<file path="src/rtl/ccd_seq_pkg.sv">
package ccd_seq_pkg;

  typedef enum logic [1:0] {
    TAG_EMPTY     = 2'b00,
    TAG_DARK_SKIP = 2'b01,
    TAG_DARK_USE  = 2'b10,
    TAG_IMAGE     = 2'b11
  } sample_tag_e;

  // {H1,H2} value while the register is parked
  localparam logic [1:0] PH_PARK = 2'b10;

endpackage

</file>
<file path="src/rtl/ccd_line_ctrl.sv">
module ccd_line_ctrl #(
  parameter int EMPTY_N = 12,
  parameter int DARK_N  = 28,
  parameter int IMAGE_N = 2056,
  localparam int LEN_S  = EMPTY_N + 2 * DARK_N + IMAGE_N,
  localparam int LEN_D  = EMPTY_N + DARK_N + IMAGE_N / 2,
  localparam int CW     = $clog2(LEN_S)
) (
  input  logic          clk,
  input  logic          rst,
  input  logic          line_start,
  input  logic          dual_mode,
  input  logic          out_right,
  output logic          run,
  output logic [CW-1:0] cnt,
  output logic          dual_q,
  output logic          right_q,
  output logic          last,
  output logic          accept
);

  localparam logic [CW-1:0] END_S = CW'(LEN_S - 1);
  localparam logic [CW-1:0] END_D = CW'(LEN_D - 1);

  assign last   = run && (cnt == (dual_q ? END_D : END_S));
  assign accept = !run && line_start;

  always_ff @(posedge clk) begin
    if (rst) begin
      run     <= 1'b0;
      cnt     <= '0;
      dual_q  <= 1'b0;
      right_q <= 1'b0;
    end else if (accept) begin
      run     <= 1'b1;
      cnt     <= '0;
      dual_q  <= dual_mode;
      right_q <= out_right;
    end else if (last) begin
      run <= 1'b0;
      cnt <= '0;
    end else if (run) begin
      cnt <= cnt + 1'b1;
    end
  end

endmodule

</file>
<file path="src/rtl/ccd_sample_class.sv">
module ccd_sample_class
  import ccd_seq_pkg::*;
#(
  parameter int EMPTY_N = 12,
  parameter int DARK_N  = 28,
  parameter int IMAGE_N = 2056,
  localparam int LEN_S  = EMPTY_N + 2 * DARK_N + IMAGE_N,
  localparam int CW     = $clog2(LEN_S)
) (
  input  logic          clk,
  input  logic          rst,
  input  logic          run,
  input  logic [CW-1:0] cnt,
  input  logic          dual_q,
  input  logic          last,
  output logic          image_now,
  output logic [1:0]    tag_q,
  output logic          valid_q,
  output logic          lead_q,
  output logic          last_q
);

  localparam logic [CW-1:0] B_DARK  = CW'(EMPTY_N);
  localparam logic [CW-1:0] B_DLAST = CW'(EMPTY_N + DARK_N - 1);
  localparam logic [CW-1:0] B_IMG   = CW'(EMPTY_N + DARK_N);
  localparam logic [CW-1:0] B_TAIL  = CW'(EMPTY_N + DARK_N + IMAGE_N);
  localparam logic [CW-1:0] B_END   = CW'(LEN_S - 1);

  sample_tag_e tag_c;
  logic        lead_c;

  always_comb begin
    lead_c = 1'b0;
    if (cnt < B_DARK) begin
      tag_c = TAG_EMPTY;
    end else if (cnt < B_IMG) begin
      lead_c = 1'b1;
      tag_c  = (cnt == B_DARK || cnt == B_DLAST) ? TAG_DARK_SKIP : TAG_DARK_USE;
    end else if (dual_q || cnt < B_TAIL) begin
      tag_c = TAG_IMAGE;
    end else begin
      tag_c = (cnt == B_TAIL || cnt == B_END) ? TAG_DARK_SKIP : TAG_DARK_USE;
    end
  end

  assign image_now = run && (tag_c == TAG_IMAGE);

  always_ff @(posedge clk) begin
    if (rst) begin
      tag_q   <= TAG_EMPTY;
      valid_q <= 1'b0;
      lead_q  <= 1'b0;
      last_q  <= 1'b0;
    end else begin
      tag_q   <= run ? tag_c : TAG_EMPTY;
      valid_q <= run;
      lead_q  <= run && lead_c;
      last_q  <= last;
    end
  end

endmodule

</file>
<file path="src/rtl/ccd_phase_gen.sv">
module ccd_phase_gen
  import ccd_seq_pkg::*;
#(
  parameter int HALVES = 2
) (
  input  logic       clk,
  input  logic       rst,
  input  logic       run,
  input  logic       odd,
  input  logic       dual_q,
  input  logic       right_q,
  output logic [1:0] ph [HALVES]
);

  for (genvar h = 0; h < HALVES; h++) begin : g_half
    // dual mode: lower halves go left, upper halves go right
    localparam logic SPLIT_DIR = (h >= HALVES / 2);
    logic toward_right;
    assign toward_right = dual_q ? SPLIT_DIR : right_q;

    always_ff @(posedge clk) begin
      if (rst)       ph[h] <= PH_PARK;
      else if (!run) ph[h] <= PH_PARK;
      else           ph[h] <= (toward_right ^ odd) ? 2'b01 : 2'b10;
    end
  end

endmodule

</file>
<file path="src/rtl/ccd_dark_avg.sv">
module ccd_dark_avg #(
  parameter int PIX_W    = 12,
  parameter int DARK_USE = 26,
  localparam int SW      = PIX_W + $clog2(DARK_USE + 1)
) (
  input  logic             clk,
  input  logic             rst,
  input  logic             clear,
  input  logic             acc_en,
  input  logic             fin,
  input  logic [PIX_W-1:0] pix_in,
  output logic [PIX_W-1:0] dark_level,
  output logic             dark_valid
);

  logic [SW-1:0] sum;
  logic [SW-1:0] quot;

  assign quot = sum / SW'(DARK_USE);

  always_ff @(posedge clk) begin
    if (rst) begin
      sum <= '0;
    end else if (clear) begin
      sum <= '0;
    end else if (acc_en) begin
      sum <= sum + SW'(pix_in);
    end
  end

  always_ff @(posedge clk) begin
    if (rst) begin
      dark_level <= '0;
      dark_valid <= 1'b0;
    end else begin
      dark_valid <= fin;
      if (fin) dark_level <= quot[PIX_W-1:0];
    end
  end

endmodule

</file>
<file path="src/rtl/ccd_line_seq.sv">
module ccd_line_seq
  import ccd_seq_pkg::*;
#(
  parameter int EMPTY_N = 12,
  parameter int DARK_N  = 28,
  parameter int IMAGE_N = 2056,
  parameter int PIX_W   = 12,
  parameter int VPH     = 2,
  localparam int LEN_S  = EMPTY_N + 2 * DARK_N + IMAGE_N,
  localparam int CW     = $clog2(LEN_S)
) (
  input  logic             clk,
  input  logic             rst,
  input  logic             line_start,
  input  logic             dual_mode,
  input  logic             out_right,
  input  logic             shut_req,
  input  logic [VPH-1:0]   vert_req,
  input  logic             dump_req,
  input  logic [PIX_W-1:0] pix_in,
  output logic             sample_valid,
  output logic [1:0]       sample_tag,
  output logic [1:0]       hl_ph,
  output logic [1:0]       hr_ph,
  output logic             shut_o,
  output logic [VPH-1:0]   vert_o,
  output logic             dump_o,
  output logic [PIX_W-1:0] dark_level,
  output logic             dark_valid
);

  logic          run, dual_q, right_q, last, accept;
  logic [CW-1:0] cnt;
  logic          image_now, lead_q, last_q;
  logic [1:0]    ph [2];

  ccd_line_ctrl #(.EMPTY_N(EMPTY_N), .DARK_N(DARK_N), .IMAGE_N(IMAGE_N)) u_ctrl (
    .clk(clk), .rst(rst), .line_start(line_start), .dual_mode(dual_mode),
    .out_right(out_right), .run(run), .cnt(cnt), .dual_q(dual_q),
    .right_q(right_q), .last(last), .accept(accept)
  );

  ccd_sample_class #(.EMPTY_N(EMPTY_N), .DARK_N(DARK_N), .IMAGE_N(IMAGE_N)) u_class (
    .clk(clk), .rst(rst), .run(run), .cnt(cnt), .dual_q(dual_q), .last(last),
    .image_now(image_now), .tag_q(sample_tag), .valid_q(sample_valid),
    .lead_q(lead_q), .last_q(last_q)
  );

  ccd_phase_gen #(.HALVES(2)) u_phase (
    .clk(clk), .rst(rst), .run(run), .odd(cnt[0]), .dual_q(dual_q),
    .right_q(right_q), .ph(ph)
  );

  assign hl_ph = ph[0];
  assign hr_ph = ph[1];

  ccd_dark_avg #(.PIX_W(PIX_W), .DARK_USE(DARK_N - 2)) u_dark (
    .clk(clk), .rst(rst), .clear(accept),
    .acc_en(sample_valid && sample_tag == TAG_DARK_USE && lead_q),
    .fin(sample_valid && last_q), .pix_in(pix_in),
    .dark_level(dark_level), .dark_valid(dark_valid)
  );

  // quiet the disturbing strobes while an image sample is shifted
  always_ff @(posedge clk) begin
    if (rst) begin
      shut_o <= 1'b0;
      vert_o <= '0;
      dump_o <= 1'b0;
    end else begin
      shut_o <= shut_req & ~image_now;
      vert_o <= vert_req & {VPH{~image_now}};
      dump_o <= dump_req & ~image_now;
    end
  end

endmodule

</file>
<file path="config.mk">
export PLATFORM = sky130hd
export DESIGN_NAME = ccd_line_seq
export DESIGN_NICKNAME = d
export VERILOG_FILES = /design/src/rtl/ccd_seq_pkg.sv /design/src/rtl/ccd_line_ctrl.sv /design/src/rtl/ccd_sample_class.sv /design/src/rtl/ccd_phase_gen.sv /design/src/rtl/ccd_dark_avg.sv /design/src/rtl/ccd_line_seq.sv
export SDC_FILE = /design/constraint.sdc
export NUM_CORES = 1
export LEC_CHECK = 0
export BUFFER_PORTS_ARGS = -buffer_cell sky130_fd_sc_hd__buf_2
export CAP_MARGIN = 20
export CORE_MARGIN = 8
export CORE_UTILIZATION = 34
export DETAILED_ROUTE_END_ITERATION = 16
export MAX_ROUTING_LAYER = met4
export SYNTH_ARGS = -nofsm -noshare
export SYNTH_HDL_FRONTEND = slang
export SYNTH_HIERARCHICAL = 1
export SYNTH_SLANG_ARGS = --single-unit
</file>
<file path="constraint.sdc">
create_clock -name clk -period 10.4 [get_ports clk]
set_input_delay 1.04 -clock clk [delete_from_list [all_inputs] [get_ports clk]]
set_output_delay 1.04 -clock clk [all_outputs]
set_load 0.05 [all_outputs]
</file>
== Yosys cells after proc, flatten, opt, wreduce, memory -nomap -nowiden ==
Index checks and enable logic that the tools add are counted.

* Logic and storage cells: 65
* Output and inout bits: 24
* Input port bits: 21
* Register bits: 58

* Equality and inequality tests: 7
* Div/mod/pow operators: 1
* Add/sub/neg operators: 2
* Bitwise logic cells: 7
* Magnitude comparators: 3
* Reductions and logical operators: 15
* Mux-type cells: 14

{| class="wikitable"
|+ Operator list
! cell !! count
|-
| $eq A12 B12 Y1 const B || 2
|-
| $add A17 B12 Y17 || 1
|-
| $div A17 B5 Y17 const B || 1
|-
| $mux W2 || 7
|-
| $add A12 B1 Y12 const B || 1
|-
| $eq A12 B12 Y1 || 1
|-
| $eq A12 B4 Y1 const B || 1
|-
| $eq A12 B6 Y1 const B || 1
|-
| $lt A12 B12 Y1 const B || 1
|-
| $lt A12 B4 Y1 const B || 1
|-
| $lt A12 B6 Y1 const B || 1
|-
| $mux W12 || 1
|-
| $logic_and A1 B1 Y1 || 7
|-
| $mux W1 || 6
|-
| $eq A2 B2 Y1 const B || 2
|-
| $reduce_or A2 Y1 || 2
|-
| $logic_or A1 B1 Y1 || 3
|-
| $reduce_or A3 Y1 || 1
|-
| $and A1 B1 Y1 || 2
|-
| $and A2 B2 Y2 || 1
|-
| $not A1 Y1 || 2
|-
| $reduce_bool A2 Y1 || 1
|-
| $xor A1 B1 Y1 || 2
|-
| $logic_not A1 Y1 || 1
|}

== Logic depth before layout (Yosys ltp) ==
Gate-level depths: netlist of run 1.

* Depth in word-level cells: 10
* Mapped depth: 27
* Gate-level depth less buffers: 20

== Hierarchy ==
Netlist of run 1, hierarchy kept.

{| class="wikitable"
|+ By module, submodules not included
! module !! times used !! sequential area each (µm²) !! cells each !! area each (µm²)
|-
| ccd_dark_avg || 1 || 600.6 || 546 || 4,131.5
|-
| ccd_line_ctrl || 1 || 300.3 || 75 || 674.4
|-
| ccd_sample_class || 1 || 100.1 || 35 || 311.5
|-
| ccd_phase_gen || 1 || 80.1 || 12 || 147.6
|-
| ccd_line_seq || 1 || 80.1 || 10 || 126.4
|}

== Worst setup path before layout of run 1 ==
OpenSTA, ideal clock, no wires.

* Kind: register to register
* Start point: register u_dark.sum[12]
* End point: register u_dark.dark_level[0]
* Slack: 4,940 ps
* Buffers on the path: 5
* Period minus slack after synthesis: 5,460 ps
* Cell stages (with the launch flop): 25
* Data required time: 10,275 ps
* Library setup time: 125 ps
* Arrival: 5,335 ps
* Cells stage by stage: dfxtp_1 -> buf_6 -> buf_6 -> buf_6 -> nand2_1 -> o21ai_1 -> a2111oi_2 -> nor2_1 -> buf_2 -> or4_1 -> nand3_2 -> nor2_4 -> and4_1 -> o41a_1 -> or2_1 -> buf_6 -> o41a_2 -> xnor2_2 -> nor2_1 -> nand2_1 -> a311o_1 -> o32ai_2 -> nor3_1 -> and4_1 -> o41a_1

* Word-level cells in the longest chain between the ends: 1

{| class="wikitable"
|+ Ends and longest elaborated chain
! item !! RTL line !! source
|-
| start, declared || ccd_dark_avg.sv:16 || <nowiki>logic [SW-1:0] sum;</nowiki>
|-
| start signal, assigned || ccd_dark_avg.sv:27 || <nowiki>sum <= sum + SW'(pix_in);</nowiki>
|-
| $div A17 B5 Y17 || ccd_dark_avg.sv:19 || <nowiki>assign quot = sum / SW'(DARK_USE);</nowiki>
|-
| end signal, assigned || ccd_dark_avg.sv:37 || <nowiki>if (fin) dark_level <= quot[PIX_W-1:0];</nowiki>
|-
| end, declared || ccd_dark_avg.sv:12 || <nowiki>output logic [PIX_W-1:0] dark_level,</nowiki>
|}

No other way between the ends.
A chain may end at the register's enable or synchronous reset.

== Final worst setup path of run 1 ==
* Start point: register u_dark.sum[14]
* End point: register u_dark.dark_level[0]

Same word-level chain as after synthesis.

==> summary.txt, run 1 <==
peak supply drop -> 0.0000855 V
post-CTS resize count -> 0
buffers added on ports -> 44
Synth Area per Inst -> 7.95 µm²
switching share of total power -> 22.4%
Final Critical Period -> 7310 ps
setup violators final -> 0
drt drc -> 0
Seq pwr share -> 40.8%
Sequential cell area -> 1160 µm²
cells along the critical path -> nor2b_1 -> a21oi_1 -> o311a_4 -> nor2_4 -> o32ai_1 -> a222oi_1 -> and2_1 -> nor3_1 -> mux4_2 -> o21ai_2 -> a21oi_1 -> nor2_1 -> a31oi_1 -> nor2_1 -> nand2_1 -> a311o_1 -> o32ai_2 -> nor3_1 -> and4_1 -> o41a_1
Routed WL per cell -> 15.7 µm
net count after synthesis -> 713
DR iter-0 viols -> 581
Tcrit/Tclk final -> 70.3%
ys async rst share -> 0%
final setup TNS -> 0 ps
diode count -> 0
global route overflow -> 0
Clock Skews -> 7.15 ps
nets -> 725
Overall Global Routing Usage -> 14.6%
Root Buffer -> clkbuf_16
post-synthesis cell type with the largest combined area -> dfxtp_1
met1 wire length -> 7.06 mm
# rows -> 46
Cell Int Power -> 0.434 mW
critical path's slowest cell -> a222oi_1
DIE AREA -> 20100 µm²
sequential-to-total area share from yosys stat -> 21.5%
post-synth top area share -> 21.5%
pwr/cell area -> 94.4 nW/µm²
share of post-route cells with drive strength above 1 -> 15.5%
CTS tree -> yes
leakage power -> 2.09 nW
Arr. time, crit path -> 7520 ps
vias -> 5196
Starting Density -> 34.3%
clock latency on the worst-skew pair -> 320 ps
reg2reg end -> u_dark/dark_level[0]$_SDFFE_PP0P_
Min-Delay Path Depth -> 2
Final Hold Vio Count -> 0
height of the chip -> 142 µm
Req. time, crit path -> 10610 ps
Critical Path Source Type -> flop
WS Path Type -> flop to flop
fmax -> 137 MHz
Highest Signal Layer -> met4
clk sinks -> 58
Most used DFF post-synth -> dfxtp_1
Num CTS Buffers -> 9
commonest non-fill, non-tap cell in the layout -> nor2_1
H-tree depth -> 3
Slew Viols, Final -> 0
logic gate share of total power -> 5.1%
HPWL Detailed -> 10.1 mm
Hold WC Path Type -> flop to flop
clock power share -> 54.1%
Reg2Reg Setup Slack -> 3090 ps
antenna viol nets, final -> 0
Synth Cell Area -> 5390 µm²
PnR Total Power -> 0.559 mW
status -> finished, final reports clean
first-pass GRT wire length -> 24.0 mm
Post-Route WL -> 14.3 mm
core outline area -> 15700 µm²
Fill cells -> 1633
switching pwr -> 0.125 mW
Horiz. Die Dim -> 142 µm
routability congestion estimate -> 0.903
Clock Path Buffers -> 2
met3 routed WL -> 684 µm
max-cap violations -> 0
RSZ-0062 raised after global routing -> false
largest net degree at the start of global routing -> 31
actual slew at the worst max-slew pin -> 1210 ps
Setup Buffers After CTS -> 0
worst r2r path cells -> 20
synth warn -> 6
synthesized flop and latch total -> 58
origin of the worst setup path -> u_dark/sum[14]$_SDFFE_PP0P_
highest-count cells in the layout ignoring fill and taps -> nor2_1, dfxtp_1, buf_2
I/O pins -> 45
vias in the first global route -> 4737
Pre-antenna DRT Iters -> 5
cells after synthesis -> 678
delay of the slowest critical-path stage -> 1060 ps
routed wl met2 -> 6.34 mm
Worst setup EP type -> flop
Vias/cell -> 5.70
Worst R2R Start -> u_dark/sum[14]$_SDFFE_PP0P_
CP max FO -> 30
Distinct cells, synth -> 107
EDFF count, synth -> 0
Hold Buf Count CTS -> 0
multi-input logic area -> 3870 µm²
Layout area overhead -> 9.79%
main area contributors after synthesis -> dfxtp_1, nor2_1, mux2i_1
Rel. slew slack -> 19.2%
Setup crit end -> u_dark/dark_level[0]$_SDFFE_PP0P_
initial antenna violation count -> 0
Worst-path clk slew -> 50 ps
[worst max-delay path, delay by kind of cell (launching register included)]
| kind | cells | cell delay, ps |
|---|---|---|
| AO/OA/AOI/OAI | 10 | 3300 |
| AND/OR/NAND/NOR | 9 | 2480 |
| flip-flops | 1 | 870 |
| multiplexers | 1 | 530 |
[registers in the layout, indices dropped and copies added, names as in the netlist, 2 cells and up]
| name | flops |
|---|---|
| vert_o | 2 |
| u_dark/dark_level | 12 |
| u_class/tag_q | 2 |
| u_phase/ph | 4 |
| u_ctrl/cnt | 12 |
| u_dark/sum | 17 |
[per-stage QoR]
step	hold WS [ps]	setup slack, ps	std cells	util, %	cell area (µm²)
finish	471	3090	911	37.7	5920
global route	496	2470	911	37.7	5920
CTS	475	3260	911	37.7	5920
detailed placement	465	3260	895	35.7	5610
global placement	462	3340	895	35.7	5610
floorplan	419	4940	678	-	5390
[Yosys cell counts, drive strengths merged (14+ instances only)]
| cell | n |
|---|---|
| a211oi | 16 |
| a21oi | 37 |
| buf | 27 |
| clkbuf | 17 |
| dfxtp | 58 |
| inv | 20 |
| mux2i | 19 |
| nand2 | 44 |
| nand3 | 21 |
| nand4 | 14 |
| nor2 | 83 |
| nor3 | 27 |
| o21ai | 32 |
| xnor2 | 21 |
[final cells by class]
type                    instances  share of cell area (%)
inverters                      22                    1.40
well taps                     216                    4.57
clock buffers                  12                    4.33
clock inverters                 4                   0.845
multi-input cells             554                    65.4
repair buffers                 45                    3.85
flip-flops and latches         58                    19.6
[kinds of logic (layout without fill, tap and decap cells)]
logic type               count (synthesis)  count (layout)  share of synthesized area (%)
buffers and inverters                   66              83                           6.66
AO/OA/AOI/OAI                          202             202                           29.4
multiplexers                            21              21                           4.15
AND/OR/NAND/NOR                        282             282                           29.0
adder cells (fa/ha/maj)                 15              15                           3.57
XOR/XNOR                                34              34                           5.66
flip-flops                              58              58                           21.5
[how the worst min path moves through the flow]
stage                                             end                               from  slack (ps)
floorplan                    u_phase/ph[1]$_SDFF_PP1_            u_ctrl/run$_SDFFE_PP0P_         420
global placement    u_dark/dark_level[2]$_SDFFE_PP0P_  u_dark/dark_level[2]$_SDFFE_PP0P_         460
detailed placement  u_dark/dark_level[2]$_SDFFE_PP0P_  u_dark/dark_level[2]$_SDFFE_PP0P_         470
CTS                 u_dark/dark_level[2]$_SDFFE_PP0P_  u_dark/dark_level[2]$_SDFFE_PP0P_         470
global route        u_dark/dark_level[1]$_SDFFE_PP0P_  u_dark/dark_level[1]$_SDFFE_PP0P_         500
finish              u_dark/dark_level[2]$_SDFFE_PP0P_  u_dark/dark_level[2]$_SDFFE_PP0P_         470
[power groups by stage]
stage	logic, mW	registers (mW)	clock network (mW)
2_1_floorplan	0.0141	0.238	0
4_1_cts	0.0291	0.228	0.310
5_1_grt	0.0315	0.229	0.320
6_report	0.0285	0.228	0.302
3_5_place_dp	0.0289	0.233	0
3_3_place_gp	0.0290	0.233	0
[layer usage]
| layer | vias up | GRT usage (%) |
|---|---|---|
| li1 | 2602 | - |
| met1 | 2432 | 19.9 |
| met2 | 146 | 21.9 |
| met3 | 16 | 3.02 |
| met4 | 0 | 3.17 |
| met5 | - | - |
Note: power is estimated with default switching activity, not from simulation.
==> run 2: changes to the inputs <==
ABC_AREA = 1   (was not set)
clock period = 7.15 ns   (was 10.4 ns; I/O delays follow)
==> summary.txt, run 2 <==
status -> finished, final reports clean (unchanged)
worst r2r path cells -> 56 (was 20)
Tcrit/Tclk final -> 75.5% (was 70.3%)
Synth Area in Compound Gates -> 12.9% (was 29.4%)
Final Critical Period -> 5400 ps (was 7310 ps)
synthesized flop and latch total -> 58 (unchanged)
Slew Viols, Final -> 0 (unchanged)
largest family of logic cells by synthesized area -> simple AND/OR/NAND/NOR gates (was compound AO/OA/AOI/OAI gates)
delay of the slowest critical-path stage -> 350 ps (was 1060 ps)
cells after synthesis -> 708 (was 678)
sequential-to-total area share from yosys stat -> 25.1% (was 21.5%)
Setup Buffers After CTS -> 0 (unchanged)
first-pass GRT wire length -> 18.8 mm (was 24.0 mm)
PnR Total Power -> 0.827 mW (was 0.559 mW)
Hold Buf Count CTS -> 0 (unchanged)
final setup TNS -> 0 ps (unchanged)
net count after synthesis -> 743 (was 713)
routability congestion estimate -> 0.849 (was 0.903)
leakage power -> 2.78 nW (was 2.09 nW)
post-synth top area share -> 25.1% (was 21.5%)
Most used DFF post-synth -> dfxtp_1 (unchanged)
clock power share -> 54.2% (was 54.1%)
Seq pwr share -> 40.2% (was 40.8%)
synth warn -> 6 (unchanged)
Worst R2R Start -> u_dark/sum[14]$_SDFFE_PP0P_ (unchanged)
max-cap violations -> 0 (unchanged)
switching share of total power -> 24.9% (was 22.4%)
Req. time, crit path -> 7380 ps (was 10610 ps)
Clock Path Buffers -> 2 (unchanged)
Layout area overhead -> 15.5% (was 9.79%)
Synth Area in XOR/XNOR -> 3.98% (was 5.66%)
Distinct cells, synth -> 38 (was 107)
# rows -> 42 (was 46)
Min-Delay Path Depth -> 2 (unchanged)
buffers added on ports -> 44 (unchanged)
post-synthesis adder-cell area fraction -> 3.95% (was 3.57%)
core outline area -> 13200 µm² (was 15700 µm²)
RSZ-0062 raised after global routing -> false (unchanged)
Worst setup EP type -> flop (unchanged)
clock latency on the worst-skew pair -> 340 ps (was 320 ps)
Vias/cell -> 4.52 (was 5.70)
post-CTS resize count -> 0 (unchanged)
HPWL Detailed -> 8.36 mm (was 10.1 mm)
critical path's slowest cell -> dfxtp_1 (was a222oi_1)
largest net degree at the start of global routing -> 27 (was 31)
WS Path Type -> flop to flop (unchanged)
Horiz. Die Dim -> 133 µm (was 142 µm)
Root Buffer -> clkbuf_16 (unchanged)
DR iter-0 viols -> 208 (was 581)
main area contributors after synthesis -> dfxtp_1, nand2_1, inv_1 (was dfxtp_1, nor2_1, mux2i_1)
Reg2Reg Setup Slack -> 1750 ps (was 3090 ps)
Hold WC Path Type -> flop to flop (unchanged)
logic gate share of total power -> 5.6% (was 5.1%)
nets -> 792 (was 725)
commonest non-fill, non-tap cell in the layout -> nand2_1 (was nor2_1)
post-synthesis cell type with the largest combined area -> dfxtp_1 (unchanged)
Arr. time, crit path -> 5620 ps (was 7520 ps)
Overall Global Routing Usage -> 13.4% (was 14.6%)
Final Hold Vio Count -> 0 (unchanged)
number of flip-flops in the largest register -> 17 (unchanged)
mux share of post-synthesis cell area -> 0% (was 4.15%)
diode count -> 0 (unchanged)
fin worst setup slack -> 1750 ps (was 3090 ps)
fmax -> 185 MHz (was 137 MHz)
EDFF count, synth -> 0 (unchanged)
origin of the worst setup path -> u_dark/sum[14]$_SDFFE_PP0P_ (unchanged)
met3 routed WL -> 347 µm (was 684 µm)
Routed WL per cell -> 11.7 µm (was 15.7 µm)
I/O pins -> 45 (unchanged)
peak supply drop -> 0.000111 V (was 0.0000855 V)
Rel. slew slack -> 52.5% (was 19.2%)
Pre-antenna DRT Iters -> 4 (was 5)
Biggest register -> u_dark/sum (unchanged)
vias in the first global route -> 4075 (was 4737)
clk sinks -> 58 (unchanged)
routed wl met2 -> 4.91 mm (was 6.34 mm)
Post-Route WL -> 11.0 mm (was 14.3 mm)
Setup crit end -> u_dark/dark_level[0]$_SDFFE_PP0P_ (unchanged)
Post-synth top cells -> nand2_1, inv_1, nor2_1, dfxtp_1, nand2_2 (was nor2_1, dfxtp_1, nand2_1, a21oi_1, nor3_1)
antenna viol nets, final -> 0 (unchanged)
simple-gate portion of the synthesized area -> 43.2% (was 29.0%)
Setup WS pre-CTS -> 1760 ps (was 3260 ps)
Num CTS Buffers -> 9 (unchanged)
initial antenna violation count -> 0 (unchanged)
Clock Skews -> 5.03 ps (was 7.15 ps)
most frequent cell after synthesis -> nand2_1 (was nor2_1)
highest-count cells in the layout ignoring fill and taps -> nand2_1, inv_1, nor2_1 (was nor2_1, dfxtp_1, buf_2)
Synth Area per Inst -> 6.53 µm² (was 7.95 µm²)
Critical Path Source Type -> flop (unchanged)
pwr/cell area -> 155 nW/µm² (was 94.4 nW/µm²)
Cell Int Power -> 0.621 mW (was 0.434 mW)
CTS tree -> yes (unchanged)
Util after Layout -> 40.3% (was 37.7%)
reg2reg end -> u_dark/dark_level[0]$_SDFFE_PP0P_ (unchanged)
DIE AREA -> 17600 µm² (was 20100 µm²)
Synth Cell Area -> 4620 µm² (was 5390 µm²)
fin cells -> 938 (was 911)
biggest regs -> u_dark/sum (17), u_ctrl/cnt (12), u_dark/dark_level (12) (unchanged)
met1 wire length -> 5.50 mm (was 7.06 mm)
height of the chip -> 133 µm (was 142 µm)
share of post-route cells with drive strength above 1 -> 25.2% (was 15.5%)
H-tree depth -> 3 (unchanged)
actual slew at the worst max-slew pin -> 713 ps (was 1210 ps)
Worst-path clk slew -> 60 ps (was 50 ps)
vias -> 4241 (was 5196)
CP max FO -> 6 (was 30)
setup violators final -> 0 (unchanged)
Highest Signal Layer -> met4 (unchanged)
Cell Count Post-Placement -> 922 (was 895)
switching pwr -> 0.206 mW (was 0.125 mW)
drt drc -> 0 (unchanged)
ys async rst share -> 0% (unchanged)
Starting Density -> 34.9% (was 34.3%)
global route overflow -> 0 (unchanged)
[run 2: changes by cell type in the layout (fill, tap and decap cells not counted), moves of 11 or more]
cell | before | now
inv_2 | 1 | 21
mux2i_1 | 19 | 0
nor2_2 | 4 | 15
nand3_1 | 20 | 46
o21ai_0 | 19 | 34
nor3_1 | 25 | 8
inv_1 | 19 | 103
a211oi_1 | 13 | 0
nand2_1 | 43 | 138
nand2_2 | 1 | 47
xnor2_1 | 20 | 2
nand2_4 | 0 | 16
[run 2: metrics by stage]
stage,cell area (µm²),hold slack (ps)
after global routing,5340,491
after detailed placement,5030,465
final,5340,478
after CTS,5340,474
after global placement,5030,459
after floorplan,4620,445
[run 2: worst min path at each step]
stage,from,end,slack [ps]
6_report,u_dark/sum[0]$_SDFFE_PP0P_,u_dark/sum[0]$_SDFFE_PP0P_,480
5_1_grt,u_dark/sum[0]$_SDFFE_PP0P_,u_dark/sum[0]$_SDFFE_PP0P_,490
4_1_cts,u_dark/sum[0]$_SDFFE_PP0P_,u_dark/sum[0]$_SDFFE_PP0P_,470
3_5_place_dp,u_dark/sum[0]$_SDFFE_PP0P_,u_dark/sum[0]$_SDFFE_PP0P_,460
3_3_place_gp,u_dark/sum[0]$_SDFFE_PP0P_,u_dark/sum[0]$_SDFFE_PP0P_,460
2_1_floorplan,u_dark/sum[0]$_SDFFE_PP0P_,u_dark/sum[0]$_SDFFE_PP0P_,440
[run 2: layer usage]
metal / track usage, % / vias up
met5: - / -
met4: 6.31 / 0
met3: 2.73 / 15
met2: 21.0 / 60
met1: 16.1 / 1837
li1: - / 2329
[run 2: area by class of cell]
cell class	count	area, µm²
clock buffer	10	239
clock inverter	6	66.3
fill	1441	7900
inverter	126	473
multi-input combinational	518	2960
sequential	58	1160
tap	176	220
timing repair buffer	44	220
[run 2: kinds of logic (layout without fill, tap and decap cells)]
logic type | Yosys count | after routing
AOI/OAI and AO/OA | 105 | 105
DFF | 58 | 58
xor gates and xnor gates | 21 | 21
adders and majority gates | 14 | 14
and+or+nand+nor | 378 | 378
buffers and inverters | 132 | 186
[run 2: worst max-delay path, delay by kind of cell (launching register included)]
kind                   cells  cell delay [ps]
AO/OA/AOI/OAI              4              550
buffers and inverters      4              350
flip-flops                 1              350
AND/OR/NAND/NOR           48             4000
[run 2: power by group through the flow]
| stage | logic [mW] | clock network (mW) | registers, mW |
|---|---|---|---|
| global placement | 0.0469 | 0 | 0.339 |
| global route | 0.0521 | 0.470 | 0.332 |
| floorplan | 0.0235 | 0 | 0.346 |
| finish | 0.0466 | 0.448 | 0.332 |
| detailed placement | 0.0472 | 0 | 0.339 |
| CTS | 0.0474 | 0.458 | 0.332 |
